[src/rtl/pci_irq_pkg.sv]
`timescale 1ns/1ps
package pci_irq_pkg;
  localparam int LINES  = 4;
  localparam int DATA_W = 32;
  localparam int EVT_W  = 6;

  // register offsets (byte addresses)
  localparam int OFS_CTRL = 0;
  localparam int OFS_STAT = 4;

  // control bit positions
  localparam int CB_BUSRST  = 31;
  localparam int CB_SERREN  = 27;
  localparam int CB_ERRIRQ  = 25;
  localparam int CB_ERRRESP = 24;

  // status bit positions
  localparam int SB_NOHOST = 31;
  localparam int SB_MASTER = 30;
  localparam int SB_MODE   = 24;
  localparam int SB_EVT    = 12;
  localparam int SB_PIN    = 8;

  // sticky event index, offset from SB_EVT
  localparam int EV_PARITY  = 0;
  localparam int EV_TABORT  = 1;
  localparam int EV_MABORT  = 2;
  localparam int EV_DMAERR  = 3;
  localparam int EV_DMADONE = 4;
  localparam int EV_SYSERR  = 5;

  localparam logic [DATA_W-1:0] CTRL_WMASK =
    (DATA_W'(1) << CB_BUSRST) | (DATA_W'(1) << CB_SERREN) |
    (DATA_W'(1) << CB_ERRIRQ) | (DATA_W'(1) << CB_ERRRESP) |
    DATA_W'((1 << LINES) - 1);

  typedef struct packed {
    logic wrCtrl;
    logic wrStat;
    logic rdCtrl;
    logic rdStat;
  } regStrobes_t;
endpackage

[src/rtl/pci_irq_ctrl.sv]
`timescale 1ns/1ps
module pci_irq_ctrl
  import pci_irq_pkg::*;
#(
  parameter int ADDR_W = 4
) (
  input  logic              psel,
  input  logic              penable,
  input  logic              pwrite,
  input  logic [ADDR_W-1:0] paddr,
  output regStrobes_t       strb
);
  logic wrAccess;
  logic rdAccess;
  logic hitCtrl;
  logic hitStat;

  assign wrAccess = psel & penable & pwrite;
  assign rdAccess = psel & ~pwrite;
  assign hitCtrl  = (paddr == ADDR_W'(OFS_CTRL));
  assign hitStat  = (paddr == ADDR_W'(OFS_STAT));

  always_comb begin
    strb.wrCtrl = wrAccess & hitCtrl;
    strb.wrStat = wrAccess & hitStat;
    strb.rdCtrl = rdAccess & hitCtrl;
    strb.rdStat = rdAccess & hitStat;
  end
endmodule

[src/rtl/pci_irq_dp.sv]
`timescale 1ns/1ps
module pci_irq_dp
  import pci_irq_pkg::*;
#(
  parameter int SYNC_STAGES = 2
) (
  input  logic              clk,
  input  logic              rstN,
  input  regStrobes_t       strb,
  input  logic [DATA_W-1:0] pwdata,
  input  logic [LINES-1:0]  intxN,
  input  logic [1:0]        irqMode,
  input  logic              notHostSlot,
  input  logic              masterCap,
  input  logic [EVT_W-1:0]  evPulse,
  output logic [DATA_W-1:0] prdata,
  output logic [DATA_W-1:0] ctrlQ,
  output logic [EVT_W-1:0]  stickyQ,
  output logic [LINES-1:0]  pinSync
);
  logic [LINES-1:0]  syncQ [SYNC_STAGES];
  logic [EVT_W-1:0]  clrVec;
  logic [DATA_W-1:0] statusWord;

  // pin synchronizer, idle level is high
  always_ff @(posedge clk) begin
    if (!rstN) begin
      for (int s = 0; s < SYNC_STAGES; s++) syncQ[s] <= '1;
    end else begin
      syncQ[0] <= intxN;
      for (int s = 1; s < SYNC_STAGES; s++) syncQ[s] <= syncQ[s-1];
    end
  end
  assign pinSync = syncQ[SYNC_STAGES-1];

  // control register
  always_ff @(posedge clk) begin
    if (!rstN)            ctrlQ <= '0;
    else if (strb.wrCtrl) ctrlQ <= pwdata & CTRL_WMASK;
  end

  // sticky events: a new event outranks a clear in the same cycle
  assign clrVec = strb.wrStat ? pwdata[SB_EVT +: EVT_W] : '0;

  always_ff @(posedge clk) begin
    if (!rstN) stickyQ <= '0;
    else       stickyQ <= (stickyQ & ~clrVec) | evPulse;
  end

  always_comb begin
    statusWord = '0;
    statusWord[SB_NOHOST]          = notHostSlot;
    statusWord[SB_MASTER]          = masterCap;
    statusWord[SB_MODE +: 2]       = irqMode;
    statusWord[SB_EVT +: EVT_W]    = stickyQ;
    statusWord[SB_PIN +: LINES]    = pinSync;
  end

  always_comb begin
    if (strb.rdCtrl)      prdata = ctrlQ;
    else if (strb.rdStat) prdata = statusWord;
    else                  prdata = '0;
  end
endmodule

[src/rtl/pci_irq_route.sv]
`timescale 1ns/1ps
module pci_irq_route
  import pci_irq_pkg::*;
(
  input  logic [1:0]       irqMode,
  input  logic [LINES-1:0] lineEn,
  input  logic [LINES-1:0] pinSync,
  input  logic [EVT_W-1:0] stickyQ,
  input  logic             errIrqEn,
  input  logic             sysErrRptEn,
  output logic             sysIrq,
  output logic             dmaIrq,
  output logic [LINES-1:0] lineIrq
);
  logic [LINES-1:0] lineAct;
  logic errSrc;
  logic dmaSrc;
  logic splitLines;
  logic dmaOwn;
  logic dmaShared;

  assign splitLines = irqMode[1];
  assign dmaOwn     = irqMode[0];

  assign errSrc = errIrqEn & (stickyQ[EV_PARITY] | stickyQ[EV_TABORT] |
                              stickyQ[EV_MABORT] |
                              (stickyQ[EV_SYSERR] & sysErrRptEn));
  assign dmaSrc    = stickyQ[EV_DMADONE] | stickyQ[EV_DMAERR];
  assign dmaShared = dmaSrc & ~dmaOwn;

  generate
    for (genvar i = 0; i < LINES; i++) begin : g_line
      assign lineAct[i] = lineEn[i] & ~pinSync[i];
      if (i == 0) begin : g_first
        assign lineIrq[i] = splitLines & (lineAct[i] | errSrc | dmaShared);
      end else begin : g_rest
        assign lineIrq[i] = splitLines & lineAct[i];
      end
    end
  endgenerate

  assign sysIrq = ~splitLines & ((|lineAct) | errSrc | dmaShared);
  assign dmaIrq = dmaOwn & dmaSrc;
endmodule

[src/rtl/pci_irq_csr.sv]
`timescale 1ns/1ps
module pci_irq_csr
  import pci_irq_pkg::*;
#(
  parameter int ADDR_W      = 4,
  parameter int SYNC_STAGES = 2
) (
  input  logic              clk,
  input  logic              rstN,
  input  logic              psel,
  input  logic              penable,
  input  logic              pwrite,
  input  logic [ADDR_W-1:0] paddr,
  input  logic [31:0]       pwdata,
  output logic [31:0]       prdata,
  input  logic [3:0]        intxN,
  input  logic [1:0]        irqMode,
  input  logic              notHostSlot,
  input  logic              masterCap,
  input  logic              errSysPulse,
  input  logic              errMabortPulse,
  input  logic              errTabortPulse,
  input  logic              errParityPulse,
  input  logic              dmaDonePulse,
  input  logic              dmaErrPulse,
  output logic              sysIrq,
  output logic              dmaIrq,
  output logic [3:0]        lineIrq,
  output logic              pciRstOut,
  output logic              errRespEn
);
  regStrobes_t       strb;
  logic [DATA_W-1:0] ctrlQ;
  logic [EVT_W-1:0]  stickyQ;
  logic [EVT_W-1:0]  evPulse;
  logic [LINES-1:0]  pinSync;

  assign evPulse = {errSysPulse, dmaDonePulse, dmaErrPulse,
                    errMabortPulse, errTabortPulse, errParityPulse};

  pci_irq_ctrl #(.ADDR_W(ADDR_W)) u_ctrl (
    .psel    (psel),
    .penable (penable),
    .pwrite  (pwrite),
    .paddr   (paddr),
    .strb    (strb)
  );

  pci_irq_dp #(.SYNC_STAGES(SYNC_STAGES)) u_dp (
    .clk         (clk),
    .rstN        (rstN),
    .strb        (strb),
    .pwdata      (pwdata),
    .intxN       (intxN),
    .irqMode     (irqMode),
    .notHostSlot (notHostSlot),
    .masterCap   (masterCap),
    .evPulse     (evPulse),
    .prdata      (prdata),
    .ctrlQ       (ctrlQ),
    .stickyQ     (stickyQ),
    .pinSync     (pinSync)
  );

  pci_irq_route u_route (
    .irqMode     (irqMode),
    .lineEn      (ctrlQ[LINES-1:0]),
    .pinSync     (pinSync),
    .stickyQ     (stickyQ),
    .errIrqEn    (ctrlQ[CB_ERRIRQ]),
    .sysErrRptEn (ctrlQ[CB_SERREN]),
    .sysIrq      (sysIrq),
    .dmaIrq      (dmaIrq),
    .lineIrq     (lineIrq)
  );

  assign pciRstOut = ctrlQ[CB_BUSRST];
  assign errRespEn = ctrlQ[CB_ERRRESP];
endmodule

[config.mk]
export PLATFORM = sky130hd
export DESIGN_NAME = pci_irq_csr
export DESIGN_NICKNAME = d
export VERILOG_FILES = /design/src/rtl/pci_irq_pkg.sv /design/src/rtl/pci_irq_ctrl.sv /design/src/rtl/pci_irq_dp.sv /design/src/rtl/pci_irq_route.sv /design/src/rtl/pci_irq_csr.sv
export SDC_FILE = /design/constraint.sdc
export NUM_CORES = 1
export LEC_CHECK = 0
export BUFFER_PORTS_ARGS = -buffer_cell sky130_fd_sc_hd__buf_2
export CAP_MARGIN = 20
export CORE_ASPECT_RATIO = 0.8
export CORE_MARGIN = 3
export CORE_UTILIZATION = 38
export DETAILED_ROUTE_END_ITERATION = 8
export PLACE_DENSITY = 0.8
export SLEW_MARGIN = 20
export SYNTH_ARGS = -nofsm -noshare
export SYNTH_HDL_FRONTEND = slang
export SYNTH_SLANG_ARGS = --single-unit
export TNS_END_PERCENT = 30
[constraint.sdc]
create_clock -name clk -period 1.6 [get_ports clk]
set_input_delay 0.08 -clock clk [delete_from_list [all_inputs] [get_ports clk]]
set_output_delay 0.08 -clock clk [all_outputs]
set_load 0.02 [all_outputs]
---- Word level (Yosys, flattened, before mapping) ----
Memories as Yosys holds them, arrays and structs flattened.
Cells that the tools add are included.
storage, ports and cells
  bits in registers ....................... 14
  RAM bits ................................ 8
  input port bits ......................... 55
  output and inout bits ................... 40
  word-level logic and storage cells ...... 53
  memories kept ........................... 1
cells by class
  equal/unequal tests ..................... 1
  multiplexer cells ....................... 7
  bitwise operators ....................... 40
  reduce and logical (&&, ||, !) cells .... 2
memory list
  memory      words  width  rd ports  clocked after Yosys merged registers in  wr ports  line              source
  u_dp.syncQ  2      4      2         0                                        2         pci_irq_dp.sv:21  logic [LINES-1:0] syncQ [SYNC_STAGES];
operators with widths
  kind                                                 number
  2-to-1 mux 32 bit                                    2
  bitwise AND 1 bit                                    20
  OR 1 bit                                             10
  2-to-1 mux 4 bit                                     2
  NOT 1 bit                                            7
  bitwise AND 6 bit                                    1
  2-to-1 mux 6 bit                                     1
  NOT 6 bit                                            1
  OR 6 bit                                             1
  equality test 4 x 3 -> 1 bit, second input constant  1
  logical NOT 4 bit                                    1
  OR reduction 4 bit                                   1
  2-to-1 mux 1 bit                                     2

---- Depth between registers and ports, before layout ----
Gate-level depths: netlist of the first run.
  depth after elaboration ................. 7
  gate-level depth with buffers ........... 5
  mapped depth without buffers ............ 3

---- Modules after synthesis ----
From an unflattened synthesis of the first run, not the netlist that was laid out.
second synthesis, totals
  cell total of the unflattened synthesis .. 157
  area total of the unflattened synthesis .. 1373.8 um^2
modules (own cells, without submodules)
  module         times used  cells an instance  area each (um^2)  seq. area each (um^2)
  pci_irq_dp     1           133                1228.7            440.4
  pci_irq_route  1           16                 97.6              0.0
  pci_irq_ctrl   1           8                  47.5              0.0

---- Worst setup path before layout of the first run ----
No wires, ideal clock.
  path kind ............................... input-to-output
  start ................................... in paddr[3]
  end ..................................... out prdata[0]
  arrival time ............................ 1392 ps
  data required time ...................... 1520 ps
  path slack .............................. 128 ps
  stages .................................. 3
  buffers on the path ..................... 1
  cells stage by stage .................... or4b_1 > buf_2 > nor4_1
between the ends
  word-level cells in the longest chain between the ends .. 3
ends and longest elaborated chain
  element             line                source
  start: declaration  pci_irq_csr.sv:13   input logic [ADDR_W-1:0] paddr,
  logical NOT 4 bit   pci_irq_ctrl.sv:20  assign hitCtrl = (paddr == ADDR_W'(OFS_CTRL));
  bitwise AND 1 bit   pci_irq_ctrl.sv:26  strb.rdCtrl = rdAccess & hitCtrl;
  2-to-1 mux 32 bit   pci_irq_dp.sv:60    if (strb.rdCtrl) prdata = ctrlQ;
  end: declaration    pci_irq_csr.sv:15   output logic [31:0] prdata,
No other way between the ends.

---- Final worst setup path of the first run ----
  start ................................... in paddr[3]
  end ..................................... out prdata[9]
between the ends
  word-level cells in the longest chain between the ends .. 4
  elaborated cells on any way between the ends .. 6
  those cells by class .................... 1 x eq/ne; 2 x mux; 2 x bitwise; 1 x reduce/logical
ends and longest elaborated chain
  element                       line                source
  equality test 4 x 3 -> 1 bit  pci_irq_ctrl.sv:21  assign hitStat = (paddr == ADDR_W'(OFS_STAT));
  bitwise AND 1 bit             pci_irq_ctrl.sv:27  strb.rdStat = rdAccess & hitStat;
  2-to-1 mux 32 bit             pci_irq_dp.sv:61    else if (strb.rdStat) prdata = statusWord;
  2-to-1 mux 32 bit (*)         pci_irq_dp.sv:60
Every way passes the cells marked *; elsewhere a longest branch is shown, timed or not.

==> out/metrics.cfg, run 1 <==
[final_layout]
multi_input_area_um2=592
regArea_um2=442
area_growth_pct=46.6
layout-drive-gt1-share_pct=38.8
nNetsFinal=265
fin_area_um2=1640
final_cell_mix=buf_2 (62), dfxtp_1 (21), nand2_1 (17)
layout_commonest_cell=buf_2
fillers=260
diodes=0

[logic_synthesis]
synthDistinctLibCells=26
synth_seq_area_share_pct=39.3
syn_area_per_cell_um2=8.42
ys_ff_latch=22
ys_async_sr_fraction_pct=0
synth_edf_count=0
ys_warn_count=0
syn-cell-area_um2=1120
synth_ff_type=dfxtp_1
synth_cells=133

[clock_tree]
cts_setup_buffers=0
cts_tree=built
root_buffer=clkbuf_8
cts_buffer_depth=2
clock-sinks=22
h-tree-depth=1
clk_latency_ns=0.26
clkTransAtPathRegs_ns=0.07
numCtsBuffers=3

[worst_setup_path]
reg2reg_slack_ns=0.85
crit_type=primary input to output pin
crit_chain=buf_2, or4b_4, nor3_2, buf_4, and2_1, buf_2
crit_fanout=12
crit_path_end_kind=output pin
worstPathArrival_ns=1.45
cp_common_cell=buf_2
crit_path_max_incr_delay_ns=0.57
cpMaxStageDelayCell=or4b_4
required_ns=1.52
startpoint_type=primary input

[global_route]
grt_max_degree=31
grt_pass1_vias=1013
grt.total_usage_pct=17.1
grt_overflow=0
grt_antenna_before_repair=0
grt_pass1_wl_um=4610

[die]
coreArea_um2=2620
start_util_pct=42.7
row_count=16
die_h_um=54.6
dieWidth_um=66.7
io_pins=95
die_area_um2=3640

[run]
drv_cap=0

[place]
dpl-instance-area_um2=1470
hpwl_um=2240
gp_congestion=0.738
portBuffers=63

[run_status]
outcome=finished, final reports clean

[sta]
skew_ns=0.00598
setup_tns_ns=0
drv_slew=0
rsz0062_at_grt=no
period_share_pct=95.6
hold_violations=0
max_freq_mhz=654
setup_viol=0
timing.final.crit_period_ns=1.53

[detailed_routing]
ant_nets=0
drc=0
vias_per_cell=4.62
drtIter0Drc=17
vias=1131
wl_um=3060
drt_first_pass_iters=4
wl_per_cell_um=12.5

[pwr]
irDropWorstVdd_mv=0.576
p_leak_nw=0.820
power.density_nw_per_um2=704

[hold_path]
hold_class=primary input to flip-flop

state kept, by name (all words and copies together), names as in the netlist:
signal,flops
u_dp.stickyQ,6
u_dp.syncQ,8
u_dp.ctrlQ,8
synth_stat cells, drive strengths merged (2+ instances only):
master,count,area share (%)
mux2i,8,7.2
nand2b,9,5.0
o21ai,6,2.7
and2,13,7.3
inv,11,3.7
nor3,6,4.6
clkbuf,4,1.5
nor2,2,0.67
buf,14,9.2
nor2b,2,1.1
nor4,3,1.7
nand2,17,5.7
dfxtp,22,39
a31oi,6,3.4
a22o,3,2.3
metrics by stage:
stage	cells	util [%]	setup WS [ns]	power [mW]	hold slack, ns
CTS	245	61.8	-0.0159	1.16	0.00126
global placement	233	56.1	-0.0370	0.739	0.259
finish	245	62.6	0.0708	1.16	0.00857
global route	245	62.6	0.00527	1.21	0.0283
floorplan	145	-	0.128	0.699	0.181
detailed placement	233	56.1	-0.0261	0.743	0.263
timing repair:
| item | CTS | global route |
|---|---|---|
| hold buffers | 8 | 0 |
| resized for setup | 4 | 4 |
| pin swaps | 0 | 1 |
| endpoints found under the hold margin | 8 | 0 |
| endpoints found under the setup margin | 4 | 1 |
path summary, 6_finish.rpt:
path / startpoint / end / depth (start not counted)
worst max-delay path: paddr[3] / prdata[9] / 6
worst min-delay path: pwdata[12] / u_dp.stickyQ[0]$_SDFF_PN0_ / 2
worst max register to register: u_dp.stickyQ[0]$_SDFF_PN0_ / u_dp.stickyQ[0]$_SDFF_PN0_ / 2
worst min register to register: u_dp.syncQ[0][0]$_SDFF_PN1_ / u_dp.syncQ[0][4]$_SDFF_PN1_ / 1
worst max-delay path: cells and delay by family:
| kind | cells | cell delay (ns) |
|---|---|---|
| buffers and inverters | 3 | 0.48 |
| AND/OR/NAND/NOR | 3 | 0.89 |
logic make-up after synthesis:
group	count (synthesis)	synth area share, %
AO/OA/AOI/OAI	20	12.0
buffers and inverters	29	14.3
flip-flops	22	39.3
multiplexers	8	7.15
other	1	0.335
AND/OR/NAND/NOR	53	26.9
layer usage:
metal / up-vias / GRT usage [%] / routed length, um
met4: 0 / 4.05 / 19
met3: 2 / 5.34 / 266
met1: 511 / 20.5 / 1310
li1: 568 / - / -
met5: - / 0 / 0
met2: 50 / 30.3 / 1460
report_power, final:
group          total [mW]  switching, mW  leakage, nW  internal, mW
Combinational       0.175         0.0958        0.609        0.0788
Clock               0.397          0.177       0.0288         0.219
Sequential          0.585         0.0159        0.181         0.569
Total                1.16          0.289        0.820         0.867
cell type report:
type / count / share of cell area, %
repair buffers: 78 / 28.4
inverters: 11 / 2.52
well taps: 36 / 2.74
flip-flops and latches: 22 / 26.9
multi-input cells: 94 / 36.1
clock buffers: 4 / 3.35
Power figures use the tool's default switching activity.
==> inputs of run 2 (changes only) <==
CORE_UTILIZATION = 41   (was 38)
SYNTH_HIERARCHICAL = 1   (was unset)
==> out/metrics.cfg, run 2 <==
[global_route]
grt_pass1_vias=994  ; -1.9%
grt_antenna_before_repair=0  ; unchanged
grt.total_usage_pct=16.6  ; -0.59 points
grt_overflow=0  ; unchanged
grt_max_degree=23  ; -26%
grt_pass1_wl_um=4410  ; -4.3%

[pwr]
irDropWorstVdd_mv=0.507  ; -12%
power_mw=1.18  ; +1.8%
power.density_nw_per_um2=697  ; -1.1%
p_leak_nw=0.819  ; about the same

[clock_tree]
clkTransAtPathRegs_ns=0.12  ; +0.05 ns
clk_latency_ns=0.30  ; +0.04 ns
cts_tree=built
h-tree-depth=1  ; unchanged
cts_buffer_depth=2  ; unchanged
clock-sinks=22  ; unchanged
numCtsBuffers=3  ; unchanged
root_buffer=clkbuf_4

[final_layout]
final_util_pct=64.9  ; +2.3 points
regArea_um2=444  ; +0.57%
diodes=0  ; unchanged
layout-drive-gt1-share_pct=47.3  ; +8.6 points
fillers=233  ; -10%
final_cell_mix=buf_2 (61), dfxtp_1 (19), and2_2 (14)
nNetsFinal=263  ; -0.75%
multi_input_area_um2=631  ; +6.6%
top_regs=u_dp/ctrlQ: 8 flops, u_dp/syncQ: 8 flops, u_dp/stickyQ: 6 flops
area_growth_pct=41.5
layout_commonest_cell=buf_2

[worst_setup_path]
crit_fanout=2  ; -10
startpoint_type=flip-flop
reg2reg_from=u_dp/stickyQ[5]$_SDFF_PN0_
worstPathArrival_ns=1.54  ; +0.09 ns
crit_path_max_incr_delay_ns=0.36  ; -0.21 ns
required_ns=1.52  ; about the same
reg2reg_to=u_dp/stickyQ[5]$_SDFF_PN0_
cpMaxStageDelayCell=a2111oi_4
crit_path_end_kind=output pin
r2r_cells=3  ; +1
crit_type=flip-flop to output pin
crit_chain=a2111oi_4, nor2b_1, o31a_1, buf_6
reg2reg_slack_ns=0.79  ; -0.06 ns

[logic_synthesis]
syn_area_per_cell_um2=8.97  ; +6.6%
ys_warn_count=6  ; +6
synth_cells=133  ; unchanged
syn-cell-area_um2=1190  ; +6.6%

[die]
die_area_um2=3600  ; -1.1%
die_h_um=54.3  ; -0.54%
row_count=16  ; unchanged
coreArea_um2=2600  ; -0.76%
dieWidth_um=66.3  ; -0.55%
io_pins=95  ; unchanged
start_util_pct=45.9  ; +3.2 points

[run_status]
violations=negative setup slack
outcome=finished, violations left

[sta]
hold_slack_ns=0.0169  ; +0.00833 ns
setup_ws_ns=-0.0203  ; -0.0911 ns
period_share_pct=101  ; +5.7 points
max_freq_mhz=617  ; -5.6%
skew_ns=0.00379  ; -0.00220 ns
setup_viol=1  ; +1
drv_slew=0  ; unchanged
hold_violations=0  ; unchanged
rsz0062_at_grt=yes
timing.final.crit_period_ns=1.62  ; +0.0911 ns

[detailed_routing]
wl_per_cell_um=11.8  ; -5.7%
vias_per_cell=4.38  ; -5.1%
wl_um=2860  ; -6.5%
top_layer=met4
vias=1064  ; -5.9%
drt-met1-wl_um=1260  ; -4.0%
wl_met2_um=1340  ; -8.2%
drc=0  ; unchanged
drtIter0Drc=28  ; +11
drt_first_pass_iters=4  ; unchanged
wl_met3_um=246  ; -7.5%
ant_nets=0  ; unchanged

[hold_path]
hold_depth=3  ; +1
holdCritStartpoint=errTabortPulse
hold_class=primary input to flip-flop
hold-path-endpoint=u_dp/stickyQ[1]$_SDFF_PN0_

[place]
gp_congestion=0.689  ; -6.5%
hpwl_um=2010  ; -10%
portBuffers=63  ; unchanged
dpl_worst_slack_ns=-0.0421  ; -0.0160 ns

[run]
drv_cap=0  ; unchanged

## run 2: timing repair
| item | 4_1_cts | 5_1_grt |
|---|---|---|
| hold buffers | 10 | 1 |
| pin swaps | 2 | 2 |
| setup endpoints to repair | 15 | 15 |
| resized for setup | 8 | 6 |
| gates cloned | 1 | 0 |
| hold endpoints to repair | 10 | 1 |
| setup buffers | 2 | 0 |
## run 2: area by class of cell
type,count,area share [%]
clock buffers,3,1.33
inverters,10,2.22
repair buffers,79,28.4
multi-input cells,92,37.3
flip-flops and latches,22,26.3
well taps,36,2.67
clock inverters,1,1.78
## run 2: worst max-delay path by stage
| stage | slack, ns | from | depth (start not counted) | endpoint |
|---|---|---|---|---|
| 2_1_floorplan | 0.23 | paddr[3] | 4 | prdata[25] |
| 3_3_place_gp | -0.02 | paddr[3] | 6 | prdata[11] |
| 3_5_place_dp | -0.04 | paddr[3] | 6 | prdata[12] |
| 4_1_cts | -0.02 | u_dp/ctrlQ[27]$_SDFFE_PN0P_ | 4 | sysIrq |
| 5_1_grt | -0.09 | u_dp/ctrlQ[27]$_SDFFE_PN0P_ | 4 | sysIrq |
| 6_report | -0.02 | u_dp/ctrlQ[27]$_SDFFE_PN0P_ | 4 | sysIrq |
## run 2: per-stage QoR
stage | cells | setup TNS (ns) | area [um2]
after global routing | 243 | -0.146 | 1690
after global placement | 225 | -0.228 | 1450
final | 243 | -0.0203 | 1690
after floorplan | 145 | 0 | 1240
after CTS | 242 | -0.0222 | 1660
after detailed placement | 225 | -0.324 | 1450
## run 2: critical path: cells and delay by family, from the launching register on
kind                   cells  cell delay [ns]
buffers and inverters      1             0.14
flip-flops                 1             0.35
AND/OR/NAND/NOR            1             0.11
AO/OA/AOI/OAI              2             0.63
## run 2: power breakdown
part	switching [mW]	leakage, nW	internal [mW]
Clock	0.163	0.0279	0.253
Combinational	0.0887	0.609	0.0886
Sequential	0.0145	0.182	0.569
## run 2: metal layers
metal | track usage [%] | up-vias
met5 | 0 | -
met4 | 2.03 | 0
met3 | 5.95 | 2
met2 | 30.0 | 48
met1 | 19.5 | 459
li1 | - | 555
